File: src/rtl/txr_pkg.sv
package txr_pkg;

    typedef enum logic [2:0] {
        ST_WAIT,
        ST_FETCH,
        ST_ISSUE,
        ST_PEEK,
        ST_XFER,
        ST_SKIP
    } txr_state_e;

    typedef struct packed {
        logic own;
        logic stp;
        logic enp;
        logic kill;
    } txr_flags_t;

endpackage

File: src/rtl/txr_desc_mem.sv
module txr_desc_mem
    import txr_pkg::*;
#(
    parameter int RING_SIZE = 8,
    parameter int IDX_W     = 3,
    parameter int LEN_W     = 12
) (
    input  logic             clk,
    input  logic             rst_n,
    input  logic             host_we,
    input  logic [IDX_W-1:0] host_idx,
    input  txr_flags_t       host_flags,
    input  logic [LEN_W-1:0] host_len,
    input  logic             clr_en,
    input  logic [IDX_W-1:0] clr_idx,
    input  logic [IDX_W-1:0] rd_a_idx,
    output txr_flags_t       rd_a_flags,
    output logic [LEN_W-1:0] rd_a_len,
    input  logic [IDX_W-1:0] rd_b_idx,
    output logic             rd_b_own
);

    txr_flags_t       flg [RING_SIZE];
    logic [LEN_W-1:0] len [RING_SIZE];

    for (genvar g = 0; g < RING_SIZE; g++) begin : g_entry
        always_ff @(posedge clk) begin
            if (!rst_n) begin
                flg[g] <= '0;
                len[g] <= '0;
            end else if (host_we && host_idx == IDX_W'(g)) begin
                flg[g] <= host_flags;
                len[g] <= host_len;
            end else if (clr_en && clr_idx == IDX_W'(g)) begin
                flg[g].own <= 1'b0;
            end
        end
    end

    assign rd_a_flags = flg[rd_a_idx];
    assign rd_a_len   = len[rd_a_idx];
    assign rd_b_own   = flg[rd_b_idx].own;

endmodule

File: src/rtl/txr_ring_ptr.sv
module txr_ring_ptr #(
    parameter int RING_SIZE = 8,
    parameter int IDX_W     = 3
) (
    input  logic             clk,
    input  logic             rst_n,
    input  logic             adv,
    output logic [IDX_W-1:0] cur_idx,
    output logic [IDX_W-1:0] nxt_idx
);

    localparam logic [IDX_W-1:0] LAST = IDX_W'(RING_SIZE - 1);

    assign nxt_idx = (cur_idx == LAST) ? '0 : cur_idx + 1'b1;

    always_ff @(posedge clk) begin
        if (!rst_n)   cur_idx <= '0;
        else if (adv) cur_idx <= nxt_idx;
    end

endmodule

File: src/rtl/txr_ctrl.sv
module txr_ctrl
    import txr_pkg::*;
#(
    parameter int LEN_W = 12
) (
    input  logic             clk,
    input  logic             rst_n,
    input  txr_flags_t       cur_flags,
    input  logic [LEN_W-1:0] cur_len,
    input  logic             nxt_own,
    input  logic             poll_req,
    input  logic             retry_on_uflo,
    input  logic             dma_done,
    input  logic             tx_err,
    input  logic             tx_err_uflo,
    output logic             adv,
    output logic             clr_en,
    output logic             dma_cmd_valid,
    output logic             chain_mode,
    output logic             underrun_inc
);

    txr_state_e st, st_n;
    logic in_frame, in_frame_n;
    logic peek_own, peek_own_n;

    always_ff @(posedge clk) begin
        if (!rst_n) begin
            st       <= ST_WAIT;
            in_frame <= 1'b0;
            peek_own <= 1'b0;
        end else begin
            st       <= st_n;
            in_frame <= in_frame_n;
            peek_own <= peek_own_n;
        end
    end

    always_comb begin
        st_n          = st;
        in_frame_n    = in_frame;
        peek_own_n    = peek_own;
        adv           = 1'b0;
        clr_en        = 1'b0;
        dma_cmd_valid = 1'b0;
        chain_mode    = 1'b0;
        underrun_inc  = 1'b0;
        unique case (st)
            ST_WAIT: begin
                chain_mode = in_frame;
                if (poll_req) st_n = ST_FETCH;
            end
            ST_FETCH: begin
                if (!cur_flags.own) begin
                    st_n = ST_WAIT;
                end else if (!in_frame && !cur_flags.stp) begin
                    clr_en = 1'b1;
                    adv    = 1'b1;
                end else if (cur_flags.kill) begin
                    clr_en = 1'b1;
                    adv    = 1'b1;
                    if (cur_flags.enp) in_frame_n = 1'b0;
                    else               st_n       = ST_SKIP;
                end else if (cur_len == '0) begin
                    clr_en     = 1'b1;
                    adv        = 1'b1;
                    in_frame_n = !cur_flags.enp;
                end else begin
                    st_n = ST_ISSUE;
                end
            end
            ST_ISSUE: begin
                dma_cmd_valid = 1'b1;
                in_frame_n    = 1'b1;
                st_n          = ST_PEEK;
            end
            ST_PEEK: begin
                peek_own_n = nxt_own;
                st_n       = ST_XFER;
            end
            ST_XFER: begin
                if (tx_err) begin
                    underrun_inc = tx_err_uflo;
                    if (tx_err_uflo && retry_on_uflo) begin
                        st_n = ST_ISSUE;
                    end else begin
                        clr_en = 1'b1;
                        adv    = 1'b1;
                        if (cur_flags.enp) begin
                            in_frame_n = 1'b0;
                            st_n       = ST_FETCH;
                        end else begin
                            st_n = ST_SKIP;
                        end
                    end
                end else if (dma_done) begin
                    clr_en = 1'b1;
                    adv    = 1'b1;
                    if (cur_flags.enp) begin
                        in_frame_n = 1'b0;
                        st_n       = ST_FETCH;
                    end else if (peek_own) begin
                        st_n = ST_FETCH;
                    end else begin
                        st_n = ST_WAIT;
                    end
                end
            end
            ST_SKIP: begin
                if (cur_flags.own && !cur_flags.stp) begin
                    clr_en = 1'b1;
                    adv    = 1'b1;
                end else begin
                    in_frame_n = 1'b0;
                    st_n       = ST_FETCH;
                end
            end
            default: st_n = ST_WAIT;
        endcase
    end

endmodule

File: src/rtl/tx_ring_engine.sv
module tx_ring_engine
    import txr_pkg::*;
#(
    parameter int RING_SIZE = 8,
    parameter int LEN_W     = 12,
    localparam int IDX_W    = (RING_SIZE > 1) ? $clog2(RING_SIZE) : 1
) (
    input  logic             clk,
    input  logic             rst_n,
    input  logic             host_wr_en,
    input  logic [IDX_W-1:0] host_wr_idx,
    input  logic             host_wr_own,
    input  logic             host_wr_stp,
    input  logic             host_wr_enp,
    input  logic             host_wr_kill,
    input  logic [LEN_W-1:0] host_wr_len,
    input  logic             poll_req,
    input  logic             retry_on_uflo,
    input  logic             dma_done,
    input  logic             tx_err,
    input  logic             tx_err_uflo,
    output logic             dma_cmd_valid,
    output logic [IDX_W-1:0] dma_cmd_idx,
    output logic [LEN_W-1:0] dma_cmd_len,
    output logic             wb_valid,
    output logic [IDX_W-1:0] wb_idx,
    output logic             chain_mode,
    output logic             underrun_inc
);

    logic [IDX_W-1:0] cur_idx, nxt_idx;
    txr_flags_t       cur_flags, host_flags;
    logic [LEN_W-1:0] cur_len;
    logic             nxt_own, adv, clr_en;

    assign host_flags = '{own: host_wr_own, stp: host_wr_stp,
                          enp: host_wr_enp, kill: host_wr_kill};

    txr_desc_mem #(.RING_SIZE(RING_SIZE), .IDX_W(IDX_W), .LEN_W(LEN_W)) u_mem (
        .clk        (clk),
        .rst_n      (rst_n),
        .host_we    (host_wr_en),
        .host_idx   (host_wr_idx),
        .host_flags (host_flags),
        .host_len   (host_wr_len),
        .clr_en     (clr_en),
        .clr_idx    (cur_idx),
        .rd_a_idx   (cur_idx),
        .rd_a_flags (cur_flags),
        .rd_a_len   (cur_len),
        .rd_b_idx   (nxt_idx),
        .rd_b_own   (nxt_own)
    );

    txr_ring_ptr #(.RING_SIZE(RING_SIZE), .IDX_W(IDX_W)) u_ptr (
        .clk     (clk),
        .rst_n   (rst_n),
        .adv     (adv),
        .cur_idx (cur_idx),
        .nxt_idx (nxt_idx)
    );

    txr_ctrl #(.LEN_W(LEN_W)) u_ctrl (
        .clk           (clk),
        .rst_n         (rst_n),
        .cur_flags     (cur_flags),
        .cur_len       (cur_len),
        .nxt_own       (nxt_own),
        .poll_req      (poll_req),
        .retry_on_uflo (retry_on_uflo),
        .dma_done      (dma_done),
        .tx_err        (tx_err),
        .tx_err_uflo   (tx_err_uflo),
        .adv           (adv),
        .clr_en        (clr_en),
        .dma_cmd_valid (dma_cmd_valid),
        .chain_mode    (chain_mode),
        .underrun_inc  (underrun_inc)
    );

    assign dma_cmd_idx = cur_idx;
    assign dma_cmd_len = cur_len;
    assign wb_valid    = clr_en;
    assign wb_idx      = cur_idx;

endmodule

File: config.mk
export PLATFORM = sky130hd
export DESIGN_NAME = tx_ring_engine
export DESIGN_NICKNAME = d
export VERILOG_FILES = /design/src/rtl/txr_pkg.sv /design/src/rtl/txr_desc_mem.sv /design/src/rtl/txr_ring_ptr.sv /design/src/rtl/txr_ctrl.sv /design/src/rtl/tx_ring_engine.sv
export SDC_FILE = /design/constraint.sdc
export NUM_CORES = 1
export LEC_CHECK = 0
export BUFFER_PORTS_ARGS = -buffer_cell sky130_fd_sc_hd__buf_2
export CORE_ASPECT_RATIO = 1.4
export CORE_MARGIN = 4
export CORE_UTILIZATION = 40
export CTS_CLUSTER_DIAMETER = 200
export DETAILED_ROUTE_END_ITERATION = 10
export GPL_ROUTABILITY_DRIVEN = 0
export SLEW_MARGIN = 0
export SYNTH_ARGS = -nofsm -noshare
export SYNTH_HDL_FRONTEND = slang
export SYNTH_SLANG_ARGS = --single-unit
File: constraint.sdc
create_clock -name clk -period 3.6 [get_ports clk]
set_clock_uncertainty 0.15 [all_clocks]
set_input_delay 0.36 -clock clk [delete_from_list [all_inputs] [get_ports clk]]
set_output_delay 0.36 -clock clk [all_outputs]
set_load 0.01 [all_outputs]
# After elaboration in Yosys (flattened, before gate mapping)
# Memories as Yosys holds them, arrays and structs flattened. A register that Yosys moved wholly into a read port is not among the register bits.
# Cells that the tools add are included.
[word_totals]
memories = 2
output_inout_bits = 22
elab_cells = 212
inputBits = 27
ram_bits = 128
reg_bits = 7
[op_classes]
n_mux = 123
n_reduce_logical = 30
n_addsub = 1
eq_ne = 29
n_bitwise = 24
[memory_table]
columns = ["name", "words", "width", "rd", "rd_ports_with_merged_regs", "wr", "line_no", "text"]
rows = [
  ["u_mem.len", 8, 12, 1, 1, 8, "txr_desc_mem.sv:24", "logic [LEN_W-1:0] len [RING_SIZE];"],
  ["u_mem.flg", 8, 4, 2, 2, 8, "txr_desc_mem.sv:23", "txr_flags_t flg [RING_SIZE];"],
]
[ops]
columns = ["cell", "n"]
rows = [
  ["$mux W12", 8],
  ["$mux W1", 87],
  ["$mux W3", 17],
  ["$mux W4", 8],
  ["$eq A3 B3 Y1 const B", 10],
  ["$or A1 B1 Y1", 24],
  ["$logic_and A1 B1 Y1", 19],
  ["$eq A3 B2 Y1 const B", 6],
  ["$pmux W3 S6", 1],
  ["$logic_not A12 Y1", 1],
  ["$eq A3 B1 Y1 const B", 3],
  ["$logic_not A3 Y1", 3],
  ["$ne A3 B3 Y1 const B", 3],
  ["$ne A4 B4 Y1 const B", 2],
  ["$reduce_and A7 Y1", 1],
  ["$ne A2 B2 Y1 const B", 3],
  ["$reduce_and A6 Y1", 1],
  ["$logic_not A1 Y1", 4],
  ["$pmux W1 S4", 1],
  ["$reduce_bool A4 Y1", 1],
  ["$add A3 B1 Y3 const B", 1],
  ["$ne A3 B2 Y1 const B", 1],
  ["$pmux W1 S3", 1],
  ["$ne A2 B1 Y1 const B", 1],
]

# Logic depth before layout (Yosys ltp)
# Gate-level depths: netlist (run 1).
[logic_depth]
word_depth = 12
depth_mapped = 10
ltp_nobuf = 7

# Modules after synthesis
# Synthesis (run 1) repeated with hierarchy kept, for this count alone.
[unflattened]
hier_cells = 476
area_unflattened_um2 = 6702.7
[modules_own_cells]
columns = ["module", "area_per_inst_um2", "n_inst", "cells_per_inst", "seq_area_each_um2"]
rows = [
  ["txr_desc_mem", 5973.2, 1, 392, 3843.7],
  ["txr_ctrl", 568.0, 1, 69, 100.1],
  ["txr_ring_ptr", 138.9, 1, 12, 60.1],
  ["tx_ring_engine", 22.5, 1, 3, 0.0],
]

# Worst setup path after synthesis (run 1)
# No wires, ideal clock.
[synth_path]
kind = "register -> register"
startpoint = "register with a tool-made name"
endpoint = "memory u_mem.flg[4][3] in the netlist's numbering (enable)"
synth_period_minus_slack_ns = 2.993
t_arrival_ns = 2.545
required_time_ns = 3.152
setup_time_ns = 0.298
stages_incl_launch_ff = 10
n_path_buf = 2
setup_slack_ns = 0.607
cell_sequence = "dfxtp_1 -> buf_6 -> buf_8 -> mux4_1 -> mux2_2 -> or4_4 -> nor4_4 -> a211oi_2 -> inv_2 -> a31o_1"
[synth_lines]
columns = ["item", "line_no"]
rows = [
  ["end, declared", "txr_desc_mem.sv:23"],
]

==> results of run 1 <==
## per-layer routing
metal  vias up  global-route usage, %  part of all wire (%)
met5         -                      0                     0
met4         0                   4.85                   1.1
met3        14                   3.79                   5.2
met2       121                   32.2                    53
met1      2151                   22.1                    41
li1       1991                      -                     -
## final cells by class
cell class	instances	area, µm²	share of cell area (%)
sequential	139	4070	50.3
multi-input combinational	321	2650	32.7
timing repair buffer	78	523	6.45
clock buffer	17	425	5.25
tap	203	254	3.13
clock inverter	14	139	1.71
inverter	11	41.3	0.510
## synth_stat cells (4+ instances only)
| cell type | count | area share (%) |
|---|---|---|
| a21oi_1 | 5 | 0.37 |
| nand3_1 | 6 | 0.44 |
| buf_2 | 4 | 0.29 |
| inv_1 | 10 | 0.55 |
| mux2_2 | 10 | 1.6 |
| edfxtp_1 | 128 | 56 |
| clkbuf_1 | 16 | 0.88 |
| mux2i_1 | 18 | 2.6 |
| a211oi_1 | 5 | 0.55 |
| nor2_1 | 22 | 1.2 |
| mux4_2 | 14 | 4.6 |
| a31o_2 | 4 | 0.51 |
| dfxtp_1 | 11 | 3.2 |
| mux4_1 | 13 | 5.0 |
| ha_1 | 6 | 1.1 |
| nand2_1 | 24 | 1.3 |
| buf_4 | 4 | 0.44 |
| and2_1 | 132 | 12 |
| a21o_1 | 5 | 0.55 |
| o21ai_0 | 12 | 0.88 |
## final timing paths
path                                       from               to  slack, ns  cells after the start
worst max register to register         register  u_mem.flg[1][3]       0.40                      9
worst min register to register  u_ctrl.peek_own  u_ctrl.peek_own       0.38                      2
worst min-delay path             host_wr_len[2]  u_mem.len[3][2]       0.15                      2
worst max-delay path                   register         wb_valid       0.09                      8
## registers in the layout, indices dropped and copies added (netlist names), named ones only
name             count
u_ctrl.st            3
u_ptr.cur_idx        3
u_ctrl.peek_own      1
u_mem.flg           32
u_ctrl.in_frame      1
u_mem.len           96
## cells in the final DEF, fill, tap and decap left out, types with 6 or more instances in the layout
cell type	count
mux4_2	16
nand2_1	24
nand3_1	6
dfxtp_1	8
inv_1	10
o21ai_2	8
buf_4	26
buf_2	48
mux2i_1	18
clkinvlp_4	6
clkbuf_16	17
mux4_1	11
edfxtp_1	128
nor2_1	20
ha_1	6
mux2_2	10
and2_1	132
## stage by stage
| stage | std cells | hold WS [ns] |
|---|---|---|
| 2_1_floorplan | 497 | 0.343 |
| 3_3_place_gp | 743 | 0.379 |
| 3_5_place_dp | 743 | 0.383 |
| 4_1_cts | 779 | 0.142 |
| 5_1_grt | 783 | 0.148 |
| 6_report | 783 | 0.150 |
## worst register-to-register path, delay by kind of cell (launching register included)
kind,cells,cell delay (ns)
compound gates,2,0.26
buf+inv,2,0.31
flops,1,0.37
mux,2,0.84
simple gates,3,0.99
## kinds of logic (layout without fill, tap and decap cells)
kind of cell               Yosys count  after routing  share of synthesized area, %
DFF                                139            139                          59.3
buffers and inverters               37            120                          2.59
muxes                               55             55                          13.9
AOI/OAI and AO/OA                   54             54                          5.66
and+or+nand+nor                    206            206                          17.5
adders and majority gates            6              6                          1.10
## repair_timing
action | in CTS | in global routing
hold buffers | 0 | 0
cloned | 1 | 0
setup buffers | 4 | 4
setup endpoints to repair | 1 | 1
pin swaps | 2 | 4
gates resized for setup | 5 | 4
## power by group
| part | internal (µW) | switching [µW] | leakage [µW] | total, µW |
|---|---|---|---|---|
| combinational | 481 | 545 | 0.00140 | 1030 |
| clock | 962 | 709 | 0.000257 | 1670 |
| sequential | 1900 | 111 | 0.00134 | 2010 |
==> results by group, run 1 <==
Run status
  • Status: finished, final reports clean

Die
  • Row count: 56
  • I/O pins: 49
  • Placeable Area: 16800 µm²
  • Starting Density: 40.8%
  • Height of the die: 163 µm
  • Full die area: 19300 µm²
  • Die width: 119 µm

Clock tree
  • Clk_lat worst skew: 0.41 ns
  • Clock buffer depth: 2
  • Clock sink count: 139
  • # H-tree levels: 4
  • Clock transition at path regs: 0.06 ns
  • Clock Tree Root: clkbuf_16
  • Num CTS Buffers: 17
  • CTS tree: yes

Final layout
  • Final Instance Area: 8100 µm²
  • Area Overhead vs Synth: 18.2%
  • Antenna cells: 0
  • Final Util: 48.2%
  • Nets: 601
  • Filler cells: 1465
  • Layout cells sized above 1: 27.6%

Worst setup path
  • CP delay by family, top: simple AND/OR/NAND/NOR gates
  • Required time worst endpoint: 3.09 ns
  • CP Class: reg2out
  • WP buf/inv: 3
  • CP peak stage delay: 0.55 ns
  • Worst-path cell chain: buf_8 -> mux4_1 -> mux2_2 -> or4_4 -> nor4_4 -> a211oi_4 -> inv_2 -> buf_2
  • Crit-path slowest cell: or4_4
  • Crit path max fanout: 6
  • Critical path arrival: 3.00 ns
  • Crit start category: register
  • Crit path capture type: primary output

Yosys
  • Cell area after synthesis: 6850 µm²
  • Mapped Cells: 497
  • Synthesized flop and latch total: 139
  • Asr flop ratio synth: 0%
  • Syn Nets: 530
  • Synth warnings: 0
  • Register area share after synthesis: 59.3%
  • EDFF count, synth: 128
  • Ys flop type: edfxtp_1
  • Average cell area after synthesis: 13.8 µm²
  • Count of cell types in the netlist: 51

Place
  • Final HPWL DP: 10900 µm
  • PortBufs: 48
  • Placed cell area: 7420 µm²
  • Placement Setup Slack: 0.0721 ns

Global routing
  • Vias in the first global route: 4461
  • Antenna violations before repair: 0
  • First-pass GRT wire length: 26000 µm
  • Largest net degree at the start of global routing: 23
  • GRT Total Usage: 18.0%
  • Overflow after GRT: 0

Detailed routing
  • Final routed DRC violation total: 0
  • Routed vias: 4277
  • Routed WL per cell: 21.4 µm
  • Final wirelength: 16700 µm
  • DR vias/cell: 5.46
  • ANT nets after route: 0
  • Pre-antenna DRT Iters: 5
  • Initial drt markers: 403

Power and ir drop
  • LEAKAGE: 0.00299 µW
  • PD cells: 581 nW/µm²
  • Total Power: 4700 µW
  • Peak VDD IR: 0.247 mV

Timing
  • Final Max Tran Viols: 0
  • # setup viols final: 0
  • Setup tns final: 0 ns
  • Relative slew slack: 34.6%
  • Fin. Hold Viols: 0
  • Tcrit/Tclk final: 97.4%
  • Worst slew pin tran: 0.979 ns
  • Worst setup margin: 0.0932 ns
  • Final min period: 3.51 ns
  • Max Clock Freq: 285 MHz

Worst hold path
  • Worst hold-check path type: in2reg

Job
  • Total of max-cap violations: 0
Power figures use the tool's default switching activity.
==> inputs of run 2 (changes only) <==
BUFFER_PORTS_ARGS = default   (was -buffer_cell sky130_fd_sc_hd__buf_2)
DONT_BUFFER_PORTS = 1   (was default)
==> run 2 against run 1 <==
Effect of this change: highest routed layer unchanged; critical path type unchanged; clock power grew 7%; largest cell class unchanged; combinational power increased by 7%; global-route usage is 0.49 points higher.
==> results by group, run 2 (synthesis results as in run 1) <==
Detailed routing
  • Routed wl met3: 1020 µm (+17%)
  • Routed vias: 4271 (-0.14%)
  • Final wirelength: 17300 µm (+3.1%)
  • Top layer reached by signal wires: met4
  • DR vias/cell: 5.55 (+1.5%)
  • Pre-antenna DRT Iters: 6 (+1)
  • WL met2: 9400 µm (+6.3%)
  • Final routed DRC violation total: 0 (unchanged)
  • Initial drt markers: 289 (-28%)
  • ANT nets after route: 0 (unchanged)
  • Routed WL per cell: 22.4 µm (+4.9%)
  • Met1 Wirelength: 6520 µm (-4.8%)

Power and ir drop
  • Peak VDD IR: 0.315 mV (+28%)
  • Sw power: 1410 µW (+3.0%)
  • Internal power: 3490 µW (+4.5%)
  • Power share of the combinational group: 22.5% (+0.7 points)
  • Sw Share: 28.7% (-0.28 points)
  • LEAKAGE: 0.00300 µW (+0.37%)
  • Sequential share of power: 41.2% (-1.5 points)
  • Clock Power Share: 36.3% (+0.8 points)
  • PD cells: 591 nW/µm² (+1.8%)

Timing
  • Hold WS: 0.0300 ns (-0.120 ns)
  • Tcrit/Tclk final: 98.1% (+0.64 points)
  • Worst slew pin tran: 0.608 ns (-0.371 ns)
  • Relative slew slack: 59.5% (+25 points)
  • Final min period: 3.53 ns (+0.0230 ns)
  • Setup tns final: 0 ns (unchanged)
  • RSZ-0062 raised after global routing: true
  • # setup viols final: 0 (unchanged)
  • Final Max Tran Viols: 0 (unchanged)
  • Fin. Hold Viols: 0 (unchanged)
  • Max Clock Freq: 283 MHz (-0.65%)

Worst setup path
  • Reg-to-reg endpoint: u_mem.flg[1][3]
  • Worst path most repeated cell: buf_12
  • Crit-path slowest cell: or4_4
  • Crit path max fanout: 6 (unchanged)
  • Required time worst endpoint: 3.09 ns (about the same)
  • Crit start category: register
  • Worst-path cell chain: buf_12 -> buf_16 -> mux4_2 -> mux2_4 -> or4_4 -> nor4_4 -> a211oi_4 -> inv_2 -> buf_12
  • CP peak stage delay: 0.55 ns (about the same)
  • Critical path arrival: 3.02 ns (+0.02 ns)
  • Crit path capture type: primary output
  • CP Class: reg2out
  • R2R depth: 10 (+1)
  • Flop2flop setup slack: 0.34 ns (-0.06 ns)

Place
  • Final HPWL DP: 10700 µm (-1.8%)
  • PortBufs: 0 (-100%)

Final layout
  • Commonest cells after routing, fill and taps aside: and2_1 (132), edfxtp_1 (128), buf_4 (37)
  • Commonest non-fill, non-tap cell in the layout: and2_1
  • Largest Register: u_mem.len
  • Area of the multi-input gates: 2650 µm² (about the same)
  • Antenna cells: 0 (unchanged)
  • Biggest regs: u_mem.len (96), u_mem.flg (32)
  • Nets: 587 (-2.3%)
  • Area Overhead vs Synth: 20.8%
  • Reg area: 4070 µm² (unchanged)
  • Layout cells sized above 1: 22.9% (-4.7 points)
  • Max reg flops: 96 (unchanged)
  • Filler cells: 1446 (-1.3%)

Worst hold path
  • Min-Delay Endpoint: u_mem.len[4][1]
  • Worst hold-check path type: in2reg
  • Hold Startpoint: rst_n
  • Hold path cells: 1 (-1)

Global routing
  • Largest net degree at the start of global routing: 25 (+8.7%)
  • GRT Total Usage: 18.5% (+0.49 points)
  • Vias in the first global route: 4388 (-1.6%)
  • Antenna violations before repair: 0 (unchanged)
  • First-pass GRT wire length: 26400 µm (+1.6%)
  • Overflow after GRT: 0 (unchanged)

Clock tree
  • Clock sink count: 139 (unchanged)
  • Clock transition at path regs: 0.06 ns (about the same)
  • Clk_lat worst skew: 0.42 ns (about the same)
  • # H-tree levels: 4 (unchanged)
  • CTS tree: yes
  • Clock buffer depth: 2 (unchanged)
  • Clock Tree Root: clkbuf_16
  • Num CTS Buffers: 17 (unchanged)

Die
  • Placeable Area: 16800 µm² (unchanged)
  • Full die area: 19300 µm² (unchanged)
  • I/O pins: 49 (unchanged)
  • Die width: 119 µm (unchanged)
  • Height of the die: 163 µm (unchanged)
  • Row count: 56 (unchanged)
  • Starting Density: 40.8% (unchanged)

Run status
  • Status: finished, final reports clean

Job
  • Total of max-cap violations: 0 (unchanged)
run 2: changes by cell type in the layout (fill, tap and decap cells not counted), sizes merged:
cell / change
buf: -32
bufinv: +1
clkinv: +2
clkinvlp: -4
dlygate4sd3: +18
inv: +2
run 2: through the flow:
| step | util, % | power, µW | cell area, µm² | setup WS [ns] | cells |
|---|---|---|---|---|---|
| finish | 49.3 | 4890 | 8280 | 0.0702 | 770 |
| global route | 49.3 | 5110 | 8280 | -0.0296 | 770 |
| floorplan | - | 2690 | 6850 | 0.607 | 497 |
| CTS | 48.9 | 4890 | 8220 | 0.00338 | 765 |
| detailed placement | 43.3 | 3010 | 7280 | 0.267 | 706 |
| global placement | 43.3 | 2990 | 7280 | 0.300 | 706 |
run 2: final cells by class:
type / instances / area share [%]
clock buffers: 17 / 5.14
repair buffers: 64 / 7.95
inverters: 11 / 0.498
well taps: 203 / 3.07
flip-flops and latches: 139 / 49.2
multi-input cells: 321 / 32.0
clock inverters: 15 / 2.19
run 2: metal layers:
metal / global-route usage, % / vias to the layer above
met5: 0 / -
met4: 6.48 / 0
met3: 4.34 / 25
met2: 34.0 / 117
met1: 21.0 / 2163
li1: - / 1966
run 2: what timing repair did:
item / 4_1_cts / 5_1_grt
cloned: 2 / 0
endpoints found under the setup margin: 1 / 1
buffers inserted: 8 / 4
pin swaps: 2 / 4
hold buffers: 17 / 1
hold endpoints to repair: 135 / 1
gates resized for setup: 3 / 13
run 2: power groups by stage:
stage | clock network [µW] | logic [µW] | registers (µW)
global placement | 0 | 946 | 2040
global route | 1890 | 1180 | 2040
floorplan | 0 | 714 | 1970
finish | 1780 | 1100 | 2020
detailed placement | 0 | 959 | 2050
CTS | 1810 | 1070 | 2020
run 2: critical path: cells and delay by family (launching register included):
| family | cells | cell delay (ns) |
|---|---|---|
| simple gates | 2 | 0.87 |
| mux | 2 | 0.78 |
| compound gates | 1 | 0.12 |
| buf+inv | 4 | 0.44 |
| flops | 1 | 0.37 |
run 2: how the worst max path moves through the flow:
stage                            to  slack, ns  cells past startpoint
floorplan           u_mem.flg[4][3]       0.61                      9
global placement           wb_valid       0.30                      8
detailed placement         wb_valid       0.27                      8
CTS                        wb_valid      0.003                      8
global route               wb_valid      -0.03                      9
finish                     wb_valid       0.07                      9
==> inputs of run 3 (changes only) <==
CELL_PAD_IN_SITES_DETAIL_PLACEMENT = 1   (was default)
CELL_PAD_IN_SITES_GLOBAL_PLACEMENT = 2   (was default)
PLACE_DENSITY_LB_ADDON = 0.1   (was default)
==> run 3 against run 2 <==
Effect of this change: sequential power is essentially flat; total power shrank 4.1%; design area shrank 3.2%; critical endpoint unchanged; largest power group unchanged.
==> results by group, run 3 (synthesis results as in run 1) <==
Worst setup path
  • Worst-path cell chain: buf_6 -> mux4_1 -> mux2_2 -> or4_4 -> nor4_4 -> a211oi_4 -> inv_2 -> buf_12
  • WP buf/inv: 3 (-1)
  • Crit path capture type: primary output
  • CP Class: reg2out
  • Crit start category: register
  • CP peak stage delay: 0.57 ns (+0.02 ns)
  • Crit path max fanout: 7 (+1)
  • Crit-path slowest cell: or4_4
  • Required time worst endpoint: 3.09 ns (about the same)
  • CP delay by family, top: simple AND/OR/NAND/NOR gates
  • Critical path arrival: 2.99 ns (-0.03 ns)

Detailed routing
  • DR vias/cell: 5.49 (-1.1%)
  • Initial drt markers: 200 (-31%)
  • Routed WL per cell: 24.4 µm (+8.8%)
  • ANT nets after route: 0 (unchanged)
  • Routed vias: 4149 (-2.9%)
  • Final wirelength: 18400 µm (+6.8%)
  • Final routed DRC violation total: 0 (unchanged)
  • Pre-antenna DRT Iters: 4 (-2)

Global routing
  • GRT Total Usage: 20.0% (+1.5 points)
  • First-pass GRT wire length: 28200 µm (+6.7%)
  • Vias in the first global route: 4572 (+4.2%)
  • Overflow after GRT: 0 (unchanged)
  • Antenna violations before repair: 0 (unchanged)
  • Largest net degree at the start of global routing: 22 (-12%)

Timing
  • Final min period: 3.50 ns (-0.0268 ns)
  • Tcrit/Tclk final: 97.3% (-0.74 points)
  • # setup viols final: 0 (unchanged)
  • Setup tns final: 0 ns (unchanged)
  • Worst slew pin tran: 1.03 ns (+0.424 ns)
  • Hold WS: 0.0199 ns (-0.0102 ns)
  • Max Clock Freq: 285 MHz (+0.76%)
  • Final Max Tran Viols: 0 (unchanged)
  • Relative slew slack: 31.1% (-28 points)
  • RSZ-0062 raised after global routing: false
  • Worst setup margin: 0.0970 ns (+0.0268 ns)
  • Fin. Hold Viols: 0 (unchanged)

Die
  • Die width: 119 µm (unchanged)
  • Row count: 56 (unchanged)
  • I/O pins: 49 (unchanged)
  • Placeable Area: 16800 µm² (unchanged)
  • Starting Density: 40.8% (unchanged)
  • Full die area: 19300 µm² (unchanged)
  • Height of the die: 163 µm (unchanged)

Final layout
  • Max reg flops: 96 (unchanged)
  • Filler cells: 1729 (+20%)
  • Largest Register: u_mem.len
  • Area Overhead vs Synth: 17.0%
  • Final Util: 47.7% (-1.6 points)
  • Nets: 573 (-2.4%)
  • Antenna cells: 0 (unchanged)
  • Commonest non-fill, non-tap cell in the layout: and2_1
  • Layout cells sized above 1: 20.6% (-2.3 points)
  • Biggest regs: u_mem.len (96), u_mem.flg (32)
  • Commonest cells after routing, fill and taps aside: and2_1 (132), edfxtp_1 (128), buf_4 (30)

Place
  • Final HPWL DP: 12200 µm (+14%)
  • Placement Setup Slack: 0.350 ns (+0.0834 ns)
  • PortBufs: 0 (unchanged)

Worst hold path
  • Worst hold-check path type: in2reg

Clock tree
  • Clk_lat worst skew: 0.42 ns (about the same)
  • Num CTS Buffers: 17 (unchanged)
  • Clock Tree Root: clkbuf_16
  • Clock buffer depth: 2 (unchanged)
  • # H-tree levels: 4 (unchanged)
  • CTS tree: yes
  • Clock sink count: 139 (unchanged)
  • Clock transition at path regs: 0.06 ns (about the same)

Run status
  • Status: finished, final reports clean

Job
  • Total of max-cap violations: 0 (unchanged)

Power and ir drop
  • Total Power: 4690 µW (-4.1%)
  • PD cells: 585 nW/µm² (-0.93%)
  • Peak VDD IR: 0.310 mV (-1.7%)
  • LEAKAGE: 0.00286 µW (-4.8%)
run 3: cell types whose count changed in the layout (fill, tap and decap cells not counted), sizes merged:
cell / delta
buf: -12
inv: -4
clkinv: +2
clkinvlp: +2
bufbuf: -1
bufinv: -1
clkbuf: +1
dlygate4sd3: -1
run 3: power breakdown:
group          leakage [µW]  switching [µW]  total (µW)  internal, µW
sequential          0.00133             124        2020          1900
clock              0.000256             694        1640           950
combinational       0.00127             552        1030           477
run 3: area by class of cell:
class                           instances  area [µm²]  share of cell area [%]
Multi-Input combinational cell        321        2670                    33.3
Clock buffer                           18         429                    5.35
Timing Repair Buffer                   50         438                    5.46
Clock inverter                         14         120                    1.50
Sequential cell                       139        4070                    50.7
Inverter                               11        41.3                   0.515
Tap cell                              203         254                    3.17
run 3: timing repair:
item                                   4_1_cts  5_1_grt
buffers inserted                             3        1
setup endpoints to repair                    1        1
pin swaps                                    2        1
resized for setup                            2        2
endpoints found under the hold margin      133        0
hold buffers                                17        0
run 3: path summary, 6_finish.rpt:
| check | to | startpoint | slack [ns] | cells past startpoint |
|---|---|---|---|---|
| worst max-delay path | wb_valid | register | 0.1 | 8 |
| worst min-delay path | u_ptr.cur_idx[0] | rst_n | 0.02 | 2 |
| worst min register to register | u_ctrl.peek_own | u_ctrl.peek_own | 0.41 | 2 |
| worst max register to register | u_mem.flg[0][3] | register | 0.36 | 9 |
run 3: stage by stage:
| step | std cells | area, µm² |
|---|---|---|
| 5_1_grt | 756 | 8020 |
| 2_1_floorplan | 497 | 6850 |
| 4_1_cts | 755 | 8000 |
| 3_5_place_dp | 703 | 7250 |
| 3_3_place_gp | 703 | 7250 |
| 6_report | 756 | 8020 |
run 3: layer usage:
metal,vias up,GRT usage (%),wire [µm]
li1,1934,-,-
met1,2121,22.1,7230
met2,70,37.9,10200
met3,24,4.24,666
met4,0,6.48,346
met5,-,0,0
